## src/rtl/vtlb_pkg.sv

```systemverilog
`timescale 1ns/1ps
package vtlb_pkg;

    localparam int VA_W   = 32;
    localparam int ASID_W = 8;
    localparam int GRAIN  = 10;
    localparam int VPN_W  = VA_W - GRAIN;
    localparam int PPN_W  = 19;
    localparam int HI_PAD = VA_W - PPN_W - GRAIN;

    typedef struct packed {
        logic [1:0]       szc;
        logic [PPN_W-1:0] ppn;
        logic [1:0]       prot;
        logic             dirty;
    } tlb_page_t;

    typedef struct packed {
        logic              valid;
        logic              shared;
        logic [ASID_W-1:0] asid;
        logic [VPN_W-1:0]  vpn;
        tlb_page_t         page;
    } tlb_ent_t;

    localparam int ENT_W = $bits(tlb_ent_t);

    typedef enum logic [1:0] {
        ACC_READ  = 2'd0,
        ACC_WRITE = 2'd1,
        ACC_FETCH = 2'd2,
        ACC_RSVD  = 2'd3
    } acc_e;

    typedef enum logic [11:0] {
        FLT_NONE     = 12'h000,
        FLT_MISS_RD  = 12'h040,
        FLT_MISS_WR  = 12'h060,
        FLT_FIRST_WR = 12'h080,
        FLT_PROT_RD  = 12'h0A0,
        FLT_PROT_WR  = 12'h0C0,
        FLT_AERR_RD  = 12'h0E0,
        FLT_AERR_WR  = 12'h100,
        FLT_MULTI    = 12'h140
    } fault_e;

    typedef struct packed {
        logic [VA_W-1:0] pa;
        fault_e          fault;
    } xres_t;

    // number of in-page offset bits for a size code
    function automatic int unsigned offset_bits(logic [1:0] szc);
        case (szc)
            2'd0:    return 10;
            2'd1:    return 12;
            2'd2:    return 16;
            default: return 20;
        endcase
    endfunction

    // ones over the page-number bits, zeros over the offset
    function automatic logic [VA_W-1:0] page_hi_mask(logic [1:0] szc);
        return ~((VA_W'(1) << offset_bits(szc)) - VA_W'(1));
    endfunction

    function automatic logic [VA_W-1:0] page_base(logic [VPN_W-1:0] vpn);
        return {vpn, {GRAIN{1'b0}}};
    endfunction

    function automatic logic [VA_W-1:0] frame_base(logic [PPN_W-1:0] ppn);
        return {{HI_PAD{1'b0}}, ppn, {GRAIN{1'b0}}};
    endfunction

    // cached/uncached kernel window that skips the table
    function automatic logic in_fixed_window(logic [VA_W-1:0] va);
        return va[VA_W-1 -: 2] == 2'b10;
    endfunction

    // control space at the top of the map
    function automatic logic in_ctl_space(logic [VA_W-1:0] va);
        return va[VA_W-1 -: 3] == 3'b111;
    endfunction

    // part of control space open to user mode
    function automatic logic in_user_window(logic [VA_W-1:0] va);
        return va[VA_W-1 -: 6] == 6'b111000;
    endfunction

    function automatic logic [VA_W-1:0] strip_top3(logic [VA_W-1:0] va);
        return {3'b000, va[VA_W-4:0]};
    endfunction

endpackage

```

## src/rtl/vtlb_match_cell.sv

```systemverilog
`timescale 1ns/1ps
module vtlb_match_cell
    import vtlb_pkg::*;
(
    input  logic              valid_i,
    input  logic              shared_i,
    input  logic [ASID_W-1:0] ent_asid_i,
    input  logic [VPN_W-1:0]  vpn_i,
    input  logic [1:0]        szc_i,
    input  logic [VA_W-1:0]   va_i,
    input  logic [ASID_W-1:0] cur_asid_i,
    input  logic              chk_asid_i,
    output logic              hit_o
);

    logic [VA_W-1:0] hi_mask;
    logic            asid_ok;
    logic            range_ok;

    always_comb begin
        hi_mask  = page_hi_mask(szc_i);
        asid_ok  = shared_i || !chk_asid_i || (ent_asid_i == cur_asid_i);
        // same page when no page-number bit differs
        range_ok = ((va_i ^ page_base(vpn_i)) & hi_mask) == '0;
        hit_o    = valid_i && asid_ok && range_ok;
    end

endmodule

```

## src/rtl/vtlb_hit_merge.sv

```systemverilog
`timescale 1ns/1ps
module vtlb_hit_merge
    import vtlb_pkg::*;
#(
    parameter int N = 8
) (
    input  logic            clk,
    input  logic            rst,
    input  logic [N-1:0]    hit_i,
    input  tlb_page_t       page_i [N],
    output logic            any_o,
    output logic            multi_o,
    output tlb_page_t       sel_o
);

    localparam int CNT_W  = $clog2(N + 1);
    localparam int PAGE_W = $bits(tlb_page_t);

    logic [CNT_W-1:0]  cnt;
    logic [PAGE_W-1:0] or_tree;

    // AND-OR select: exact when at most one hit, and unused otherwise
    always_comb begin
        cnt     = '0;
        or_tree = '0;
        for (int i = 0; i < N; i++) begin
            cnt     = cnt + CNT_W'(hit_i[i]);
            or_tree = or_tree | (page_i[i] & {PAGE_W{hit_i[i]}});
        end
        any_o   = cnt != '0;
        multi_o = cnt > CNT_W'(1);
        sel_o   = or_tree;
    end

    // the AND-OR select is only trusted when the vector is one-hot or empty
    a_r9_single_select: assert property (@(posedge clk) disable iff (rst)
        !multi_o |-> $onehot0(hit_i));

endmodule

```

## src/rtl/vtlb_perm_check.sv

```systemverilog
`timescale 1ns/1ps
module vtlb_perm_check
    import vtlb_pkg::*;
(
    input  tlb_page_t       page_i,
    input  logic [VA_W-1:0] va_i,
    input  logic            priv_i,
    input  logic            wr_i,
    output xres_t           res_o
);

    logic [VA_W-1:0] hi_mask;

    always_comb begin
        hi_mask     = page_hi_mask(page_i.szc);
        res_o.pa    = '0;
        res_o.fault = FLT_NONE;
        if (!priv_i && !page_i.prot[1]) begin
            res_o.fault = wr_i ? FLT_PROT_WR : FLT_PROT_RD;
        end else if (wr_i && !page_i.prot[0]) begin
            res_o.fault = FLT_PROT_WR;
        end else if (wr_i && !page_i.dirty) begin
            res_o.fault = FLT_FIRST_WR;
        end else begin
            res_o.pa = (frame_base(page_i.ppn) & hi_mask) | (va_i & ~hi_mask);
        end
    end

endmodule

```

## src/rtl/vtlb_translate.sv

```systemverilog
`timescale 1ns/1ps
module vtlb_translate
    import vtlb_pkg::*;
#(
    parameter int NUM_ENTRIES = 8
) (
    input  logic                         clk,
    input  logic                         rst,
    input  logic [31:0]                  va_i,
    input  logic [1:0]                   acc_i,
    input  logic                         priv_i,
    input  logic                         sv_mode_i,
    input  logic                         xlate_en_i,
    input  logic [7:0]                   asid_i,
    input  logic [NUM_ENTRIES*56-1:0]    ent_tab_i,
    output logic [31:0]                  pa_o,
    output logic                         ok_o,
    output logic [11:0]                  fault_o
);

    tlb_ent_t             ents  [NUM_ENTRIES];
    tlb_page_t            pages [NUM_ENTRIES];
    logic [NUM_ENTRIES-1:0] hits;
    logic                 chk_asid;
    logic                 is_wr;
    logic                 any_hit;
    logic                 multi_hit;
    tlb_page_t            sel_page;
    xres_t                perm_res;
    xres_t                nxt;

    assign chk_asid = !sv_mode_i || !priv_i;
    assign is_wr    = acc_i == ACC_WRITE;

    for (genvar g = 0; g < NUM_ENTRIES; g++) begin : g_slot
        assign ents[g]  = ent_tab_i[g*ENT_W +: ENT_W];
        assign pages[g] = ents[g].page;

        vtlb_match_cell u_cell (
            .valid_i    (ents[g].valid),
            .shared_i   (ents[g].shared),
            .ent_asid_i (ents[g].asid),
            .vpn_i      (ents[g].vpn),
            .szc_i      (ents[g].page.szc),
            .va_i       (va_i),
            .cur_asid_i (asid_i),
            .chk_asid_i (chk_asid),
            .hit_o      (hits[g])
        );
    end

    vtlb_hit_merge #(.N(NUM_ENTRIES)) u_merge (
        .clk     (clk),
        .rst     (rst),
        .hit_i   (hits),
        .page_i  (pages),
        .any_o   (any_hit),
        .multi_o (multi_hit),
        .sel_o   (sel_page)
    );

    vtlb_perm_check u_perm (
        .page_i (sel_page),
        .va_i   (va_i),
        .priv_i (priv_i),
        .wr_i   (is_wr),
        .res_o  (perm_res)
    );

    // one priority chain: region rules, then enable bit, then table outcome
    always_comb begin
        nxt.pa    = '0;
        nxt.fault = FLT_NONE;
        if (in_fixed_window(va_i) || in_ctl_space(va_i)) begin
            if (!priv_i && !in_user_window(va_i)) begin
                nxt.fault = is_wr ? FLT_AERR_WR : FLT_AERR_RD;
            end else if (in_ctl_space(va_i)) begin
                nxt.pa = va_i;
            end else begin
                nxt.pa = strip_top3(va_i);
            end
        end else if (!xlate_en_i) begin
            nxt.pa = strip_top3(va_i);
        end else if (multi_hit) begin
            nxt.fault = FLT_MULTI;
        end else if (!any_hit) begin
            nxt.fault = is_wr ? FLT_MISS_WR : FLT_MISS_RD;
        end else begin
            nxt = perm_res;
        end
    end

    always_ff @(posedge clk) begin
        if (rst) begin
            pa_o    <= '0;
            ok_o    <= 1'b0;
            fault_o <= '0;
        end else begin
            pa_o    <= nxt.pa;
            ok_o    <= nxt.fault == FLT_NONE;
            fault_o <= nxt.fault;
        end
    end

    // user access into the kernel window always traps with the access-typed code
    a_r4_user_aerr: assert property (@(posedge clk) disable iff (rst)
        (!priv_i && va_i[31:30] == 2'b10) |=>
            (fault_o == (($past(acc_i) == 2'd1) ? 12'h100 : 12'h0E0)));

    // any successful result outside control space lies below 512 MB
    a_r8_pa_top_clear: assert property (@(posedge clk) disable iff (rst)
        (ok_o && $past(va_i[31:29]) != 3'b111) |-> (pa_o[31:29] == 3'b000));

    // write-only fault codes are never produced for reads or fetches
    a_r12_write_codes: assert property (@(posedge clk) disable iff (rst)
        (fault_o == 12'h060 || fault_o == 12'h080 || fault_o == 12'h0C0 ||
         fault_o == 12'h100) |-> ($past(acc_i) == 2'd1 || fault_o == 12'h0C0));

    // a reported fault carries no address
    a_r13_fault_pa_zero: assert property (@(posedge clk) disable iff (rst)
        (fault_o != 12'h000) |-> (pa_o == 32'h0 && !ok_o));

endmodule

```

## config.mk

```make
export PLATFORM = sky130hd
export DESIGN_NAME = vtlb_translate
export DESIGN_NICKNAME = d
export VERILOG_FILES = /design/src/rtl/vtlb_pkg.sv /design/src/rtl/vtlb_match_cell.sv /design/src/rtl/vtlb_hit_merge.sv /design/src/rtl/vtlb_perm_check.sv /design/src/rtl/vtlb_translate.sv
export SDC_FILE = /design/constraint.sdc
export NUM_CORES = 1
export LEC_CHECK = 0
export BUFFER_PORTS_ARGS = -buffer_cell sky130_fd_sc_hd__buf_2
export CAP_MARGIN = 10
export CORE_AREA = 2 2 210 212
export CTS_CLUSTER_SIZE = 8
export DETAILED_ROUTE_END_ITERATION = 8
export DIE_AREA = 0 0 212 214
export GPL_TIMING_DRIVEN = 1
export PLACE_DENSITY_LB_ADDON = 0.2
export REMOVE_ABC_BUFFERS = 1
export SLEW_MARGIN = 20
export SYNTH_ARGS = -nofsm -noshare
export SYNTH_HDL_FRONTEND = slang
export SYNTH_HIERARCHICAL = 1
export SYNTH_SLANG_ARGS = --single-unit
```

## constraint.sdc

```tcl
create_clock -name clk -period 7 [get_ports clk]
set_input_delay 0.7 -clock clk [delete_from_list [all_inputs] [get_ports clk]]
set_output_delay 0.7 -clock clk [all_outputs]
set_load 0.1 [all_outputs]
```

# Word level (Yosys, flattened, before mapping)
# Index checks and enable logic that the tools add are counted.
# W data, S select, Z words.
# word_totals
register_bits,45
output_inout_bits,45
inputBits,495
# classes
reduce_logical,64
shifts,9
n_bitwise,44
n_mux,28
order_cmp,1
eq_ne,30
addsub,16
# ops
cell,n
$not A32 Y32,10
$and A32 B32 Y32,9
$shl A1 B5 Y32 const A,9
$sub A32 B2 Y32 const B,9
$logic_not A32 Y1,8
$mux W32,8
$xor A32 B32 Y32,8
$and A24 B24 Y24,8
$or A24 B24 Y24,7
$pmux W5 S3,9
$eq A8 B8 Y1,8
$mux W12,5
$mux W44,1
$and A29 B32 Y32,1
$or A32 B32 Y32,1
$add A4 B1 Y4,6
$eq A2 B1 Y1 const B,10
$eq A2 B2 Y1 const B,10
$logic_and A1 B1 Y1,20
$logic_not A2 Y1,9
$logic_or A1 B1 Y1,18
$mux W9,2
$logic_not A12 Y1,1
$mux W8,1
8 further kinds,14

# Longest topological paths before layout
# depth
ltp_word,32
depth_mapped,20
ltp_nobuf,19

# Cells and area by module
# Netlist, hierarchy kept.
# by_module_without_submodules
module,n_inst,cells_each,area_per_inst_um2
vtlb_match_cell,8,57,457.9
vtlb_translate,1,134,1579.0
vtlb_hit_merge,1,154,1263.7
vtlb_perm_check,1,79,523.0

# Worst setup path before layout
# OpenSTA, ideal clock, no wires.
# synth_timing
path_kind,input-to-reg
from,in ent_tab_i[135]
to,reg pa_o[1]
path_stages,20
setup_ps,117
arrival_time_ps,5643
slack_ps,1240
required_ps,6883
cell_sequence,or2_2 > ha_1 > or3b_2 > ha_1 > inv_1 > a222oi_1 > o2111ai_1 > nor4b_2 > fa_1 > fa_1 > fa_1 > inv_1 > fa_1 > nor4bb_1 > a32oi_1 > nand2b_1 > nor3_4 > buf_4 > buf_6 > a22o_1
# synth_via
elab_cells_between_ends,49
# synth_rtl
element,line_no,rtl
from (decl),vtlb_translate.sv:15,"input logic [NUM_ENTRIES*56-1:0] ent_tab_i,"
"$eq A2 B2 Y1, or another cell as far along",vtlb_pkg.sv:54,case (szc)
$pmux W5 S3 (*),vtlb_pkg.sv:54,
$shl A1 B5 Y32 (*),vtlb_pkg.sv:64,return ~((VA_W'(1) << offset_bits(szc)) - VA_W'(1));
$sub A32 B2 Y32 (*),vtlb_pkg.sv:64,
$not A32 Y32 (*),vtlb_pkg.sv:64,
$and A32 B32 Y32 (*),vtlb_match_cell.sv:24,range_ok = ((va_i ^ page_base(vpn_i)) & hi_mask) == '0;
$logic_not A32 Y1 (*),vtlb_match_cell.sv:24,
$logic_and A1 B1 Y1 (*),vtlb_match_cell.sv:25,hit_o = valid_i && asid_ok && range_ok;
named net hits[2],vtlb_translate.sv:23,logic [NUM_ENTRIES-1:0] hits;
$add A4 B1 Y4 (*) (6 in series),vtlb_hit_merge.sv:27,cnt = cnt + CNT_W'(hit_i[i]);
$gt A4 B1 Y1 (*),vtlb_hit_merge.sv:31,multi_o = cnt > CNT_W'(1);
named net multi_hit,vtlb_translate.sv:27,logic multi_hit;
$mux W32 (*),vtlb_translate.sv:84,end else if (multi_hit) begin
$mux W32 (*),vtlb_translate.sv:82,end else if (!xlate_en_i) begin
$mux W44 (*),vtlb_translate.sv:74,if (in_fixed_window(va_i) || in_ctl_space(va_i)) begin
to (signal assigned),vtlb_translate.sv:99,pa_o <= nxt.pa;
to (decl),vtlb_translate.sv:16,"output logic [31:0] pa_o,"
# Mark *: on every way through the listed nets, which the timed path passes. The rest lies on a longest branch.
# A chain may end at the register's enable or synchronous reset.

# Worst setup path in the final report
# layout_timing
from,in ent_tab_i[191]
to,reg pa_o[8]
# layout_via
elab_cells_between_ends,47
# layout_rtl
element,line_no,rtl
"$eq A2 B2 Y1, or another cell as far along",vtlb_pkg.sv:54,
$pmux W5 S3 (*),vtlb_pkg.sv:54,
$shl A1 B5 Y32 (*),vtlb_pkg.sv:64,
$sub A32 B2 Y32 (*),vtlb_pkg.sv:64,
$not A32 Y32 (*),vtlb_pkg.sv:64,
$and A32 B32 Y32 (*),vtlb_match_cell.sv:24,
$logic_not A32 Y1 (*),vtlb_match_cell.sv:24,
$logic_and A1 B1 Y1 (*),vtlb_match_cell.sv:25,
named net hits[3],vtlb_translate.sv:23,
$add A4 B1 Y4 (*) (5 in series),vtlb_hit_merge.sv:27,
$reduce_bool A4 Y1 (*),vtlb_hit_merge.sv:30,any_o = cnt != '0;
named net any_hit,vtlb_translate.sv:26,logic any_hit;
$mux W32 (*),vtlb_translate.sv:86,end else if (!any_hit) begin
$mux W32 (*),vtlb_translate.sv:84,
$mux W32 (*),vtlb_translate.sv:82,
$mux W44 (*),vtlb_translate.sv:74,
# Marked as above.

==> metrics.md <==
| Metric | Value |
|---|---|
| Status | `completed` |
| Layout Nets | `1880` |
| Most Frequent Cell on Critical Path | `fa_1` |
| Port bufs | `539` |
| FF+latch count, synth | `45` |
| Top cell type's share of synthesized area | `17.9%` |
| DRC violations left | `0` |
| Die Wd | `212 um` |
| Final setup fails | `0` |
| Vias in the first global route | `9005` |
| Die area | `45400 um2` |
| PwrDens | `98.9 nW/um2` |
| Post-Route Utilization | `24.6%` |
| Crit path DAT | `6.16 ns` |
| Req. time, crit path | `7.23 ns` |
| Clock Sinks | `45` |
| Pre-antenna DRT Iters | `7` |
| Hold Fails Final Rpt | `0` |
| Worst Setup EP | `pa_o[8]$_SDFF_PP0_` |
| Initial antenna violation count | `13` |
| Layout cells sized above 1 | `45.5%` |
| Dpl ws | `0.788 ns` |
| Design area | `10500 um2` |
| Synth cell types | `55` |
| Crit share post-route | `84.7%` |
| Placed Instance Area | `10400 um2` |
| Post-synth EDFFs | `0` |
| Hold Path Class | `in -> reg` |
| # H-tree levels | `2` |
| Max VDD drop | `76.4 uV` |
| Final WS setup | `1.07 ns` |
| Hold Slack | `0.626 ns` |
| Starting Density | `16.4%` |
| First DRT Iteration DRCs | `348` |
| Synth Cell Area | `7030 um2` |
| Max Slew Vio Count | `0` |
| Post-CTS resize count | `0` |
| Largest net degree at the start of global routing | `34` |
| RePlAce Congestion | `0.900` |
| Cts bufs inserted | `5` |
| Final Power | `1.04 mW` |
| Cts hold-fix bufs | `0` |
| Period minus WS final | `5.93 ns` |
| Post-route ant nets | `0` |
| Yosys warns | `6` |
| CP Launch Point | `ent_tab_i[191]` |
| Async SR Flop Fraction | `0%` |
| First-pass GRT wire length | `60.3 mm` |
| Slew of the pin with the lowest slew margin | `0.885 ns` |
| Largest cells by area after synthesis | `xor2_1, dfxtp_1, xnor2_1, a22oi_1, ha_1` |
| Primary FF master, synth | `dfxtp_1` |
| Clk root buf | `clkbuf_16` |
| Syn_area_per_cell | `8.54 um2` |
| Max_cap viols | `0` |
| Top Ports | `540` |
| Worst path slowest cell | `fa_1` |
| Total negative setup slack | `0 ns` |
| Crit path max fanout | `33` |
| Post-Route WL | `44.3 mm` |
| Placed cells | `1938` |
| Core area | `42900 um2` |
| Die Span Y | `214 um` |
| GRT Util Overall | `18.6%` |
| Final std cells w/o fill | `1952` |
| WS Path Type | `in -> reg` |
| Worst-case clock buffer depth | `2` |
| Clock Pin Slew Worst Setup and Hold Paths | `0.07 ns` |
| Via Count | `8675` |
| Leak | `4.75 nW` |
| Post-Syn Instances | `823` |
| Synth cell count leaders | `xor2_1, xnor2_1, a22oi_1, dfxtp_1` |
| Critical Path End Type | `flip-flop` |
| HPWL after DPL | `37.3 mm` |
| TritonCTS clock tree | `built` |
| Yosys top cell by area | `xor2_1` |
| Worst setup SP type | `primary input` |
| Syn-to-layout area delta | `50.0%` |
| Rel. slew slack | `40.8%` |
| FP Rows | `76` |
| WL/cell | `22.7 um` |
| Postcts setup bufs | `0` |
| Total grt overflow | `0` |
| Max Freq | `169 MHz` |
| Seq/Total Area, Yosys | `12.8%` |
| Vias per Instance | `4.44` |
| RSZ-0062 raised after global routing | `false` |
| Most frequent cell after synthesis | `xor2_1` |
| Worst stage delay on the critical path | `0.53 ns` |
| Critical-path cell list | `buf_2, or2_2, ha_1, or3b_2, ha_1, inv_1, a222oi_1, o2111ai_1, nor4b_4, fa_1, fa_1, fa_1, inv_1, fa_1, nor4bb_1, a21oi_1, nand2b_1, nor3_4, buf_12, a22o_1` |
[routing by layer]
metal  wire length (um)  GRT usage (%)
met5                 76              0
met4                982           4.53
met3               3480           4.91
met2              22500           34.9
met1              17200           20.6
[state kept, by name, summed over array words and instances (netlist names)]
signal,flops
fault_o,12
pa_o,32
ok_o,1
[final cells by class]
type	instances	area [um2]
Sequential cell	45	901
Tap cell	585	732
Clock buffer	7	133
Inverter	16	60.1
Multi-Input combinational cell	735	5850
Antenna cell	6	15.0
Fill cell	4835	32300
Clock inverter	1	7.51
Timing Repair Buffer	557	2850
[critical path: cells and delay by family]
family	cells	cell delay, ns
AO/OA/AOI/OAI	4	1.12
AND/OR/NAND/NOR	6	1.49
adder cells (fa/ha/maj)	6	2.31
buffers and inverters	4	0.51
[logic make-up (layout without fill, tap and decap cells)]
group / after synthesis / count (layout) / synth area share, %
other: 10 / 27 / 0.534
XOR/XNOR: 240 / 240 / 29.9
AND/OR/NAND/NOR: 238 / 238 / 21.9
buffers and inverters: 54 / 581 / 5.52
AO/OA/AOI/OAI: 206 / 206 / 23.8
multiplexers: 5 / 5 / 0.712
flip-flops: 45 / 45 / 12.8
adder cells (fa/ha/maj): 25 / 25 / 4.88
[worst min-delay path by stage]
| stage | from | to | slack, ns | cells after the start |
|---|---|---|---|---|
| 2_1_floorplan | rst | fault_o[5]$_SDFF_PP0_ | 0.77 | 1 |
| 4_1_cts | va_i[1] | pa_o[1]$_SDFF_PP0_ | 0.61 | 2 |
| 3_3_place_gp | va_i[0] | pa_o[0]$_SDFF_PP0_ | 0.92 | 2 |
| 3_5_place_dp | va_i[1] | pa_o[1]$_SDFF_PP0_ | 0.93 | 2 |
| 5_1_grt | va_i[1] | pa_o[1]$_SDFF_PP0_ | 0.62 | 2 |
| 6_report | va_i[1] | pa_o[1]$_SDFF_PP0_ | 0.63 | 2 |
[layout by cell type, fill, tap and decap left out, types with 21 or more instances in the layout]
master / count
nor4_1: 32
a21oi_1: 25
ha_1: 21
nand2b_1: 27
xnor2_1: 96
buf_2: 539
nand4_1: 32
nand2_1: 23
a22o_1: 26
conb_1: 21
a22oi_1: 85
xor2_1: 144
dfxtp_1: 45
[power breakdown]
part / internal (mW) / switching, mW / leakage, nW
Combinational: 0.219 / 0.314 / 4.32
Clock: 0.133 / 0.107 / 0.0642
Sequential: 0.267 / 0.00284 / 0.369
No activity file was read; power rests on OpenSTA's default activity.
